$ cat config.mk
export PLATFORM = sky130hd
export DESIGN_NAME = dpp_dual_path
export DESIGN_NICKNAME = d
export VERILOG_FILES = /design/src/rtl/dpp_pkg.sv /design/src/rtl/dpp_delay_line.sv /design/src/rtl/dpp_ctrl.sv /design/src/rtl/dpp_dual_path.sv
export SDC_FILE = /design/constraint.sdc
export NUM_CORES = 1
export LEC_CHECK = 0
export ABC_AREA = 1
export BUFFER_PORTS_ARGS = -buffer_cell sky130_fd_sc_hd__buf_2
export CORE_MARGIN = 10
export CORE_UTILIZATION = 50
export DETAILED_ROUTE_END_ITERATION = 6
export PLACE_DENSITY_LB_ADDON = 0.25
export SLEW_MARGIN = 10
export SYNTH_ARGS = -nofsm -noshare
export SYNTH_HDL_FRONTEND = slang
export SYNTH_HIERARCHICAL = 1
export SYNTH_SLANG_ARGS = --single-unit
$ cat constraint.sdc
create_clock -name clk -period 5.3 [get_ports clk]
set_input_delay 1.06 -clock clk [delete_from_list [all_inputs] [get_ports clk]]
set_output_delay 1.06 -clock clk [all_outputs]
set_load 0.02 [all_outputs]
$ cat src/rtl/dpp_pkg.sv
`timescale 1ns/1ps
package dpp_pkg;
    typedef enum logic [1:0] {
        ST_IDLE  = 2'd0,
        ST_ISSUE = 2'd1,
        ST_DRAIN = 2'd2,
        ST_DONE  = 2'd3
    } dpp_state_e;
endpackage

$ cat src/rtl/dpp_delay_line.sv
`timescale 1ns/1ps
// Enable-gated shift register of DEPTH stages (DEPTH >= 1).
module dpp_delay_line #(
    parameter int WIDTH = 32,
    parameter int DEPTH = 1
) (
    input  logic             clk,
    input  logic             rst_n,
    input  logic             en,
    input  logic [WIDTH-1:0] din,
    output logic [WIDTH-1:0] dout
);
    logic [WIDTH-1:0] stg [DEPTH];

    always_ff @(posedge clk) begin
        if (!rst_n) begin
            for (int i = 0; i < DEPTH; i++) stg[i] <= '0;
        end else if (en) begin
            stg[0] <= din;
            for (int i = 1; i < DEPTH; i++) stg[i] <= stg[i-1];
        end
    end

    assign dout = stg[DEPTH-1];
endmodule

$ cat src/rtl/dpp_ctrl.sv
`timescale 1ns/1ps
// Run controller: issue counting, write indexing, end-of-run pulse.
module dpp_ctrl
    import dpp_pkg::*;
#(
    parameter int ITER = 20,
    localparam int IW = (ITER > 1) ? $clog2(ITER) : 1,
    localparam int CW = $clog2(ITER + 1)
) (
    input  logic          clk,
    input  logic          rst_n,
    input  logic          start,
    input  logic          in_fire,
    input  logic          out_fire,
    output logic          issue_open,
    output logic          load_sel,
    output logic          busy,
    output logic          done,
    output logic [IW-1:0] wr_idx
);
    dpp_state_e    state_q, state_d;
    logic [CW-1:0] issued_q;
    logic [IW-1:0] wcnt_q;

    wire last_in  = in_fire  && (issued_q == CW'(ITER - 1));
    wire last_out = out_fire && (wcnt_q   == IW'(ITER - 1));

    // next-state logic
    always_comb begin
        state_d = state_q;
        unique case (state_q)
            ST_IDLE:  if (start)    state_d = ST_ISSUE;
            ST_ISSUE: if (last_in)  state_d = ST_DRAIN;
            ST_DRAIN: if (last_out) state_d = ST_DONE;
            ST_DONE:                state_d = ST_IDLE;
            default:                state_d = ST_IDLE;
        endcase
    end

    // state register and counters
    always_ff @(posedge clk) begin
        if (!rst_n) begin
            state_q  <= ST_IDLE;
            issued_q <= '0;
            wcnt_q   <= '0;
        end else begin
            state_q <= state_d;
            if (state_q == ST_IDLE && start) begin
                issued_q <= '0;
                wcnt_q   <= '0;
            end else begin
                if (in_fire)  issued_q <= issued_q + CW'(1);
                if (out_fire) wcnt_q   <= last_out ? '0 : wcnt_q + IW'(1);
            end
        end
    end

    // outputs decoded from state
    always_comb begin
        issue_open = 1'b0;
        busy       = 1'b0;
        done       = 1'b0;
        load_sel   = 1'b0;
        unique case (state_q)
            ST_IDLE:  load_sel = start;
            ST_ISSUE: begin issue_open = 1'b1; busy = 1'b1; end
            ST_DRAIN: busy = 1'b1;
            ST_DONE:  done = 1'b1;
            default:  ;
        endcase
    end

    assign wr_idx = wcnt_q;

    AST_ISSUE_LIMIT: assert property (@(posedge clk) disable iff (!rst_n)
        issued_q <= CW'(ITER));
    AST_DRAIN_FULL: assert property (@(posedge clk) disable iff (!rst_n)
        (state_q == ST_DRAIN) |-> (issued_q == CW'(ITER)));
    AST_DONE_SINGLE: assert property (@(posedge clk) disable iff (!rst_n)
        done |=> !done);
    AST_NO_FIRE_OUTSIDE: assert property (@(posedge clk) disable iff (!rst_n)
        in_fire |-> (state_q == ST_ISSUE));
endmodule

$ cat src/rtl/dpp_dual_path.sv
`timescale 1ns/1ps
// Both source paths run every cycle; the shorter is padded to equal latency.
module dpp_dual_path #(
    parameter int DATA_W  = 32,
    parameter int SEL_W   = 8,
    parameter int ITER    = 20,
    parameter int LAT_A   = 5,
    parameter int LAT_B   = 3,
    parameter int INC_LAT = 1,
    localparam int IW = (ITER > 1) ? $clog2(ITER) : 1
) (
    input  logic              clk,
    input  logic              rst_n,
    input  logic              start,
    input  logic [SEL_W-1:0]  sel_in,
    input  logic              src_a_valid,
    output logic              src_a_ready,
    input  logic [DATA_W-1:0] src_a_data,
    input  logic              src_b_valid,
    output logic              src_b_ready,
    input  logic [DATA_W-1:0] src_b_data,
    output logic              wr_valid,
    input  logic              wr_ready,
    output logic [IW-1:0]     wr_idx,
    output logic [DATA_W-1:0] wr_data,
    output logic              done,
    output logic              busy
);
    localparam int LAT_MAX = (LAT_A > LAT_B) ? LAT_A : LAT_B;
    localparam int PAD_A   = LAT_MAX - LAT_A;
    localparam int PAD_B   = LAT_MAX - LAT_B;

    logic              issue_open, load_sel, advance, in_fire, out_fire, sel_q;
    logic              v_bal, v_inc, wr_valid_q;
    logic [DATA_W-1:0] a_raw, b_raw, a_bal, b_bal, picked, d_inc, wr_data_q;

    // global stall: output occupied and not taken
    assign advance     = !(wr_valid_q && !wr_ready);
    assign src_a_ready = issue_open && advance && src_b_valid;
    assign src_b_ready = issue_open && advance && src_a_valid;
    assign in_fire     = src_a_valid && src_a_ready;
    assign out_fire    = wr_valid_q && wr_ready;

    dpp_ctrl #(.ITER(ITER)) u_ctrl (
        .clk(clk), .rst_n(rst_n), .start(start), .in_fire(in_fire),
        .out_fire(out_fire), .issue_open(issue_open), .load_sel(load_sel),
        .busy(busy), .done(done), .wr_idx(wr_idx)
    );

    always_ff @(posedge clk) begin
        if (!rst_n)        sel_q <= 1'b0;
        else if (load_sel) sel_q <= |sel_in;
    end

    dpp_delay_line #(.WIDTH(1), .DEPTH(LAT_MAX)) u_vld (
        .clk(clk), .rst_n(rst_n), .en(advance), .din(in_fire), .dout(v_bal));
    dpp_delay_line #(.WIDTH(DATA_W), .DEPTH(LAT_A)) u_path_a (
        .clk(clk), .rst_n(rst_n), .en(advance), .din(src_a_data), .dout(a_raw));
    dpp_delay_line #(.WIDTH(DATA_W), .DEPTH(LAT_B)) u_path_b (
        .clk(clk), .rst_n(rst_n), .en(advance), .din(src_b_data), .dout(b_raw));

    generate
        if (PAD_A > 0) begin : g_pad_a
            dpp_delay_line #(.WIDTH(DATA_W), .DEPTH(PAD_A)) u_pad (
                .clk(clk), .rst_n(rst_n), .en(advance), .din(a_raw), .dout(a_bal));
        end else begin : g_nopad_a
            assign a_bal = a_raw;
        end
        if (PAD_B > 0) begin : g_pad_b
            dpp_delay_line #(.WIDTH(DATA_W), .DEPTH(PAD_B)) u_pad (
                .clk(clk), .rst_n(rst_n), .en(advance), .din(b_raw), .dout(b_bal));
        end else begin : g_nopad_b
            assign b_bal = b_raw;
        end
    endgenerate

    assign picked = sel_q ? b_bal : a_bal;

    generate
        if (INC_LAT > 1) begin : g_inc_pipe
            logic [DATA_W:0] inc_out;
            dpp_delay_line #(.WIDTH(DATA_W + 1), .DEPTH(INC_LAT - 1)) u_inc (
                .clk(clk), .rst_n(rst_n), .en(advance),
                .din({v_bal, picked + DATA_W'(1)}), .dout(inc_out));
            assign v_inc = inc_out[DATA_W];
            assign d_inc = inc_out[DATA_W-1:0];
        end else begin : g_inc_flat
            assign v_inc = v_bal;
            assign d_inc = picked + DATA_W'(1);
        end
    endgenerate

    // write-port register, last stage of the increment
    always_ff @(posedge clk) begin
        if (!rst_n) begin
            wr_valid_q <= 1'b0;
            wr_data_q  <= '0;
        end else if (advance) begin
            wr_valid_q <= v_inc;
            wr_data_q  <= d_inc;
        end
    end

    assign wr_valid = wr_valid_q;
    assign wr_data  = wr_data_q;

    AST_WR_HOLD: assert property (@(posedge clk) disable iff (!rst_n)
        (wr_valid && !wr_ready) |=> (wr_valid && $stable(wr_data) && $stable(wr_idx)));
    AST_JOIN_PAIR: assert property (@(posedge clk) disable iff (!rst_n)
        (src_a_valid && src_a_ready) |-> (src_b_valid && src_b_ready));
    AST_IDX_RANGE: assert property (@(posedge clk) disable iff (!rst_n)
        wr_valid |-> (wr_idx <= IW'(ITER - 1)));
    AST_DONE_AFTER_LAST: assert property (@(posedge clk) disable iff (!rst_n)
        done |-> $past(wr_valid && wr_ready && (wr_idx == IW'(ITER - 1))));
    AST_READY_ONLY_BUSY: assert property (@(posedge clk) disable iff (!rst_n)
        (src_a_ready || src_b_ready) |-> busy);
endmodule

Word level (Yosys, flattened, before mapping)
Memory sizes are Yosys's and may differ from the RTL's. A register that Yosys moved wholly into a read port is not among the register bits. Index checks and enable logic that the tools add are counted. Widths: inputs -> output; s select.

Logic and storage cells: 83. Bits in registers: 45. Input port bits: 78. Memories kept: 4. Bits in writable memories: 325.

Bitwise operators: 16. Reductions and logical operators: 18. Eq/ne operators: 8. Add/subtract/negate cells: 3. Muxes and demuxes: 29.

Memories: u_path_a.stg (depth 5, width 32, read ports 5, clocked after memory_dff 0, write ports 5, line dpp_delay_line.sv:13) `logic [WIDTH-1:0] stg [DEPTH];`; u_path_b.stg (depth 3, width 32, read ports 3, clocked after memory_dff 0, write ports 3, line dpp_delay_line.sv:13); g_pad_b.u_pad.stg (depth 2, width 32, read ports 2, clocked after memory_dff 0, write ports 2, line dpp_delay_line.sv:13); u_vld.stg (depth 5, width 1, read ports 5, clocked after memory_dff 1, write ports 5, line dpp_delay_line.sv:13).

Operators with widths (count): $mux 32 (11); $add 32x1->32 const B (1); $or 1x1->1 (15); $mux 1 (13); $add 5x1->5 const B (2); $eq 5x5->1 const B (2); $logic_and 1x1->1 (9); $pmux 2 s4 (1); $reduce_or 8->1 (1); $mux 2 (3); $mux 5 (1); $eq 2x2->1 const B (2); $logic_not 1->1 (4); $ne 2x1->1 const B (2); $reduce_or 2->1 (2); $reduce_and 3->1 (1); $eq 2x1->1 const B (1); $logic_not 2->1 (1); $ne 2x2->1 const B (1); $not 1->1 (1).

Logic depth before layout (Yosys ltp)
Word-level depth: 9. Mapped depth: 15.

Cells and area by module
The synthesis kept the hierarchy.

Modules (own cells, without submodules): dpp_delay_line at u_path_a (sequential area each 4804.6 sq um, area each 6411.1 sq um, cells each 532, times used 1); dpp_delay_line at u_path_b (sequential area each 2882.8 sq um, area each 4032.6 sq um, cells each 333, times used 1); dpp_dual_path (sequential area each 680.7 sq um, area each 2840.2 sq um, cells each 476, times used 1); dpp_delay_line at g_pad_b.u_pad (sequential area each 1921.8 sq um, area each 2733.9 sq um, cells each 233, times used 1); dpp_ctrl (sequential area each 240.2 sq um, area each 640.6 sq um, cells each 82, times used 1); dpp_delay_line at u_vld (sequential area each 150.1 sq um, area each 201.4 sq um, cells each 18, times used 1).

Worst setup path before layout
Ideal clock, no wire load.

Path kind: input to register. From: input wr_ready. To: memory u_path_a.stg[0][0], enable pin. Data arrival time: 5.205 ns. Library setup time: 0.526 ns. Data required time: 4.774 ns. Path slack: -0.431 ns. Stages: 6. Cells stage by stage: nor2_1 -> inv_1 -> clkbuf_1 -> buf_2 -> inv_1 -> nand2_1.

RTL lines: from (decl) (line dpp_dual_path.sv:23) `input logic wr_ready,`; to (decl) (line dpp_delay_line.sv:13).

==> metrics.md <==
| Metric | Value |
|---|---|
| Routed Antenna Nets | 0 |
| Crit-path max FO | 160 |
| WP data arrival | 3.13 ns |
| Post-synthesis sequential area ratio | 0.633 |
| Post-synthesis mux area share | 0 |
| Area of the multi-input gates | 3510 um2 |
| Num ports | 120 |
| Synth Area in Simple Gates | 0.172 |
| Die ar. | 41500 um2 |
| IR drop worst, VDD | 205 uV |
| # placed instances | 2104 |
| WS Path Type | in2reg |
| EDFF count, synth | 325 |
| XOR/XNOR share of the synthesized area | 0.00623 |
| CP Cell Sequence | buf_2, nor2_1, inv_2, inv_1, nand2_8 |
| Post-synth top cells | inv_1, nor2_1, edfxtp_1 |
| Die height | 204 um |
| Hold buffer count at cts | 0 |
| WL final | 27400 um |
| Outcome | complete, no violations |
| Synthesized-area fraction occupied by adder cells | 0.00594 |
| Final setup fails | 0 |
| Post-synth cell types | 38 |
| Data required time of the worst path | 5.28 ns |
| Starting Density | 0.505 |
| # DRC | 0 |
| Initial DRC Count | 703 |
| Tcrit/Tclk final | 0.595 |
| Top_reg_cell synth | edfxtp_1 |
| Cell with the most instances after synthesis | inv_1 |
| Crit path max-delay cell type | nand2_8 |
| Critical path endpoint category | flop |
| Area growth syn-to-layout | 7.46% |
| Setup Total Neg Slack | 0 ns |
| Global route overflow | 0 |
| CP peak stage delay | 0.57 ns |
| Clk_lat worst skew | 0.53 ns |
| CTS tree | done |
| Share of flip-flops with an asynchronous set or reset | 0 |
| Clk slew on worst S/H paths | 0.06 ns |
| Max Transition Viols Final | 0 |
| Post-synth top area share | 0.579 |
| FF+latch area | 10700 um2 |
| CTS Buffer Depth | 3 |
| Overall Power | 6070 uW |
| #FFs+latches synth | 371 |
| Buffer and inverter count on the worst path | 3 |
| Drt first pass iters | 5 |
| Core ar. | 33400 um2 |
| CP top delay family | simple AND/OR/NAND/NOR gates |
| Pwr/cell area | 335 nW/um2 |
| Post-DP HPWL | 18400 um |
| Startpoint class of the critical path | input port |
| CTS sink count | 371 |
| Antenna fix cells | 0 |
| Max Clock Freq | 0.317 GHz |
| Mapped Cells | 1674 |
| Setup bufs post-CTS | 0 |
| Horiz. Die Dim | 204 um |
| RSZ-0062 raised after global routing | false |
| Reg2Reg Depth | 5 |
| Worst-Margin Slew | 1.17 ns |
| Final Hold Viols | 0 |
| Average cell area after synthesis | 10.1 um2 |
| Hold Startpoint | u_vld/stg[0][4] |
| Crit path launch | wr_ready |
| H-tree Lvls | 2 |
| Largest family of logic cells by synthesized area | simple AND/OR/NAND/NOR gates |
| Initial antenna violation count | 0 |
| Worst R2R Start | wr_valid |
| Vias per inst | 4.38 |
| Max-Slew Margin vs Limit | 0.221 |
| Top cells by area, synth | edfxtp_1, inv_1, nor2_1 |
| Non-Filler Instances | 2171 |
| Root buffer cell | clkbuf_16 |
| Total CTS buffers | 38 |
| Largest net degree at the start of global routing | 161 |
| Synth Area in Compound Gates | 0.0212 |
| Filler cells | 2986 |
| Gpl congestion | 0.802 |
| Max_cap viols | 0 |
| Min-Delay Path Depth | 1 |
| Final net count | 1782 |
| Crit. path cell count | 5 |
| Number of global-route vias before repair | 9117 |
| Port bufs | 119 |
| Leak | 0.00814 uW |
| GRT Util Overall | 0.130 |
| Class of the worst hold path | reg2reg |
| CTS resizes | 0 |
| # rows | 67 |
| Area leader, netlist | edfxtp_1 |
| Worst Skew | 0.0217 ns |
| Wire per inst | 12.6 um |
| Global-route wire length before repair | 45000 um |
| Layout cell share with drive strength beyond 1 | 0.168 |
| Mapped Nets | 1760 |
| Tmin final | 3.16 ns |
| Routed via count | 9513 |
| Yosys Warn Count | 6 |
| Synthesized area | 16900 um2 |
## area by class of cell
cell class / instances / area share
clock buffers: 48 / 0.0557
inverters: 415 / 0.0863
multi-input cells: 742 / 0.194
clock inverters: 19 / 0.00649
flip-flops and latches: 371 / 0.589
repair buffers: 128 / 0.0373
well taps: 448 / 0.0309
## per-layer routing
layer,GRT usage,routed length [um],vias to the layer above
met3,0.0313,1630,37
met5,0,0,-
li1,-,-,5017
met4,0.0376,504,0
met2,0.202,12300,189
met1,0.179,13000,4270
## cells in the final DEF (no fill, tap or decap), types with 2 or more instances in the layout
cell and n:
inv_1 411, nor2_1 334, edfxtp_1 325, nand2_1 176
buf_2 119, nor2_2 54, dfxtp_1 46, clkbuf_16 39
o21ai_0 37, nand3_1 29, nand2_2 23, a21oi_1 13
xor2_1 10, nand2_4 9, clkbuf_1 9, nor2_4 8
ha_1 8, buf_4 8, o21bai_1 7, clkinv_1 7
nand4_1 6, clkinv_2 6, nand3_2 5, or2_2 3
inv_2 3, nor3_1 3, o211ai_1 3, nor2_8 2
nand3b_1 2, nor4_1 2, clkinv_4 2, xnor2_1 2
clkinv_8 2, clkinvlp_4 2
## flip-flops by register name, summed over array words and instances (netlist names)
register,flops
g_pad_b.u_pad/stg,64
sel_q,1
u_ctrl/issued_q,5
u_ctrl/state_q,2
u_ctrl/wr_idx,5
u_path_a/stg,160
u_path_b/stg,96
u_vld/stg,5
wr_data,32
wr_valid,1
## power breakdown
part           internal, uW  leakage, uW  switching, uW  total, uW
Clock                  1350     0.000544           1040       2390
Combinational           127      0.00330            252        379
Sequential             3250      0.00429           40.7       3300
## logic make-up (layout without fill, tap and decap cells)
family                     Yosys count  in the layout
buffers and inverters              561            610
DFF                                371            371
adders and majority gates            8              8
AOI/OAI and AO/OA                   64             64
xor gates and xnor gates            12             12
and+or+nand+nor                    658            658
## per-stage QoR
step	util	hold WS (ns)	instance area [um2]	setup WS, ns
final	0.543	0.472	18100	2.14
after global placement	0.509	0.466	17000	1.65
after detailed placement	0.509	0.469	17000	1.61
after floorplan	-	0.434	16900	1.01
after global routing	0.543	0.512	18100	1.90
after CTS	0.543	0.477	18100	2.17
## path summary, 6_finish.rpt
| kind | endpoint | slack (ns) |
|---|---|---|
| setup / recovery | u_path_a/stg[0][98] | 2.14 |
| hold / removal | wr_valid | 0.47 |
| setup reg to reg | u_path_a/stg[0][98] | 2.43 |
| hold reg to reg | wr_valid | 0.47 |
No activity file was read; power rests on OpenSTA's default activity.
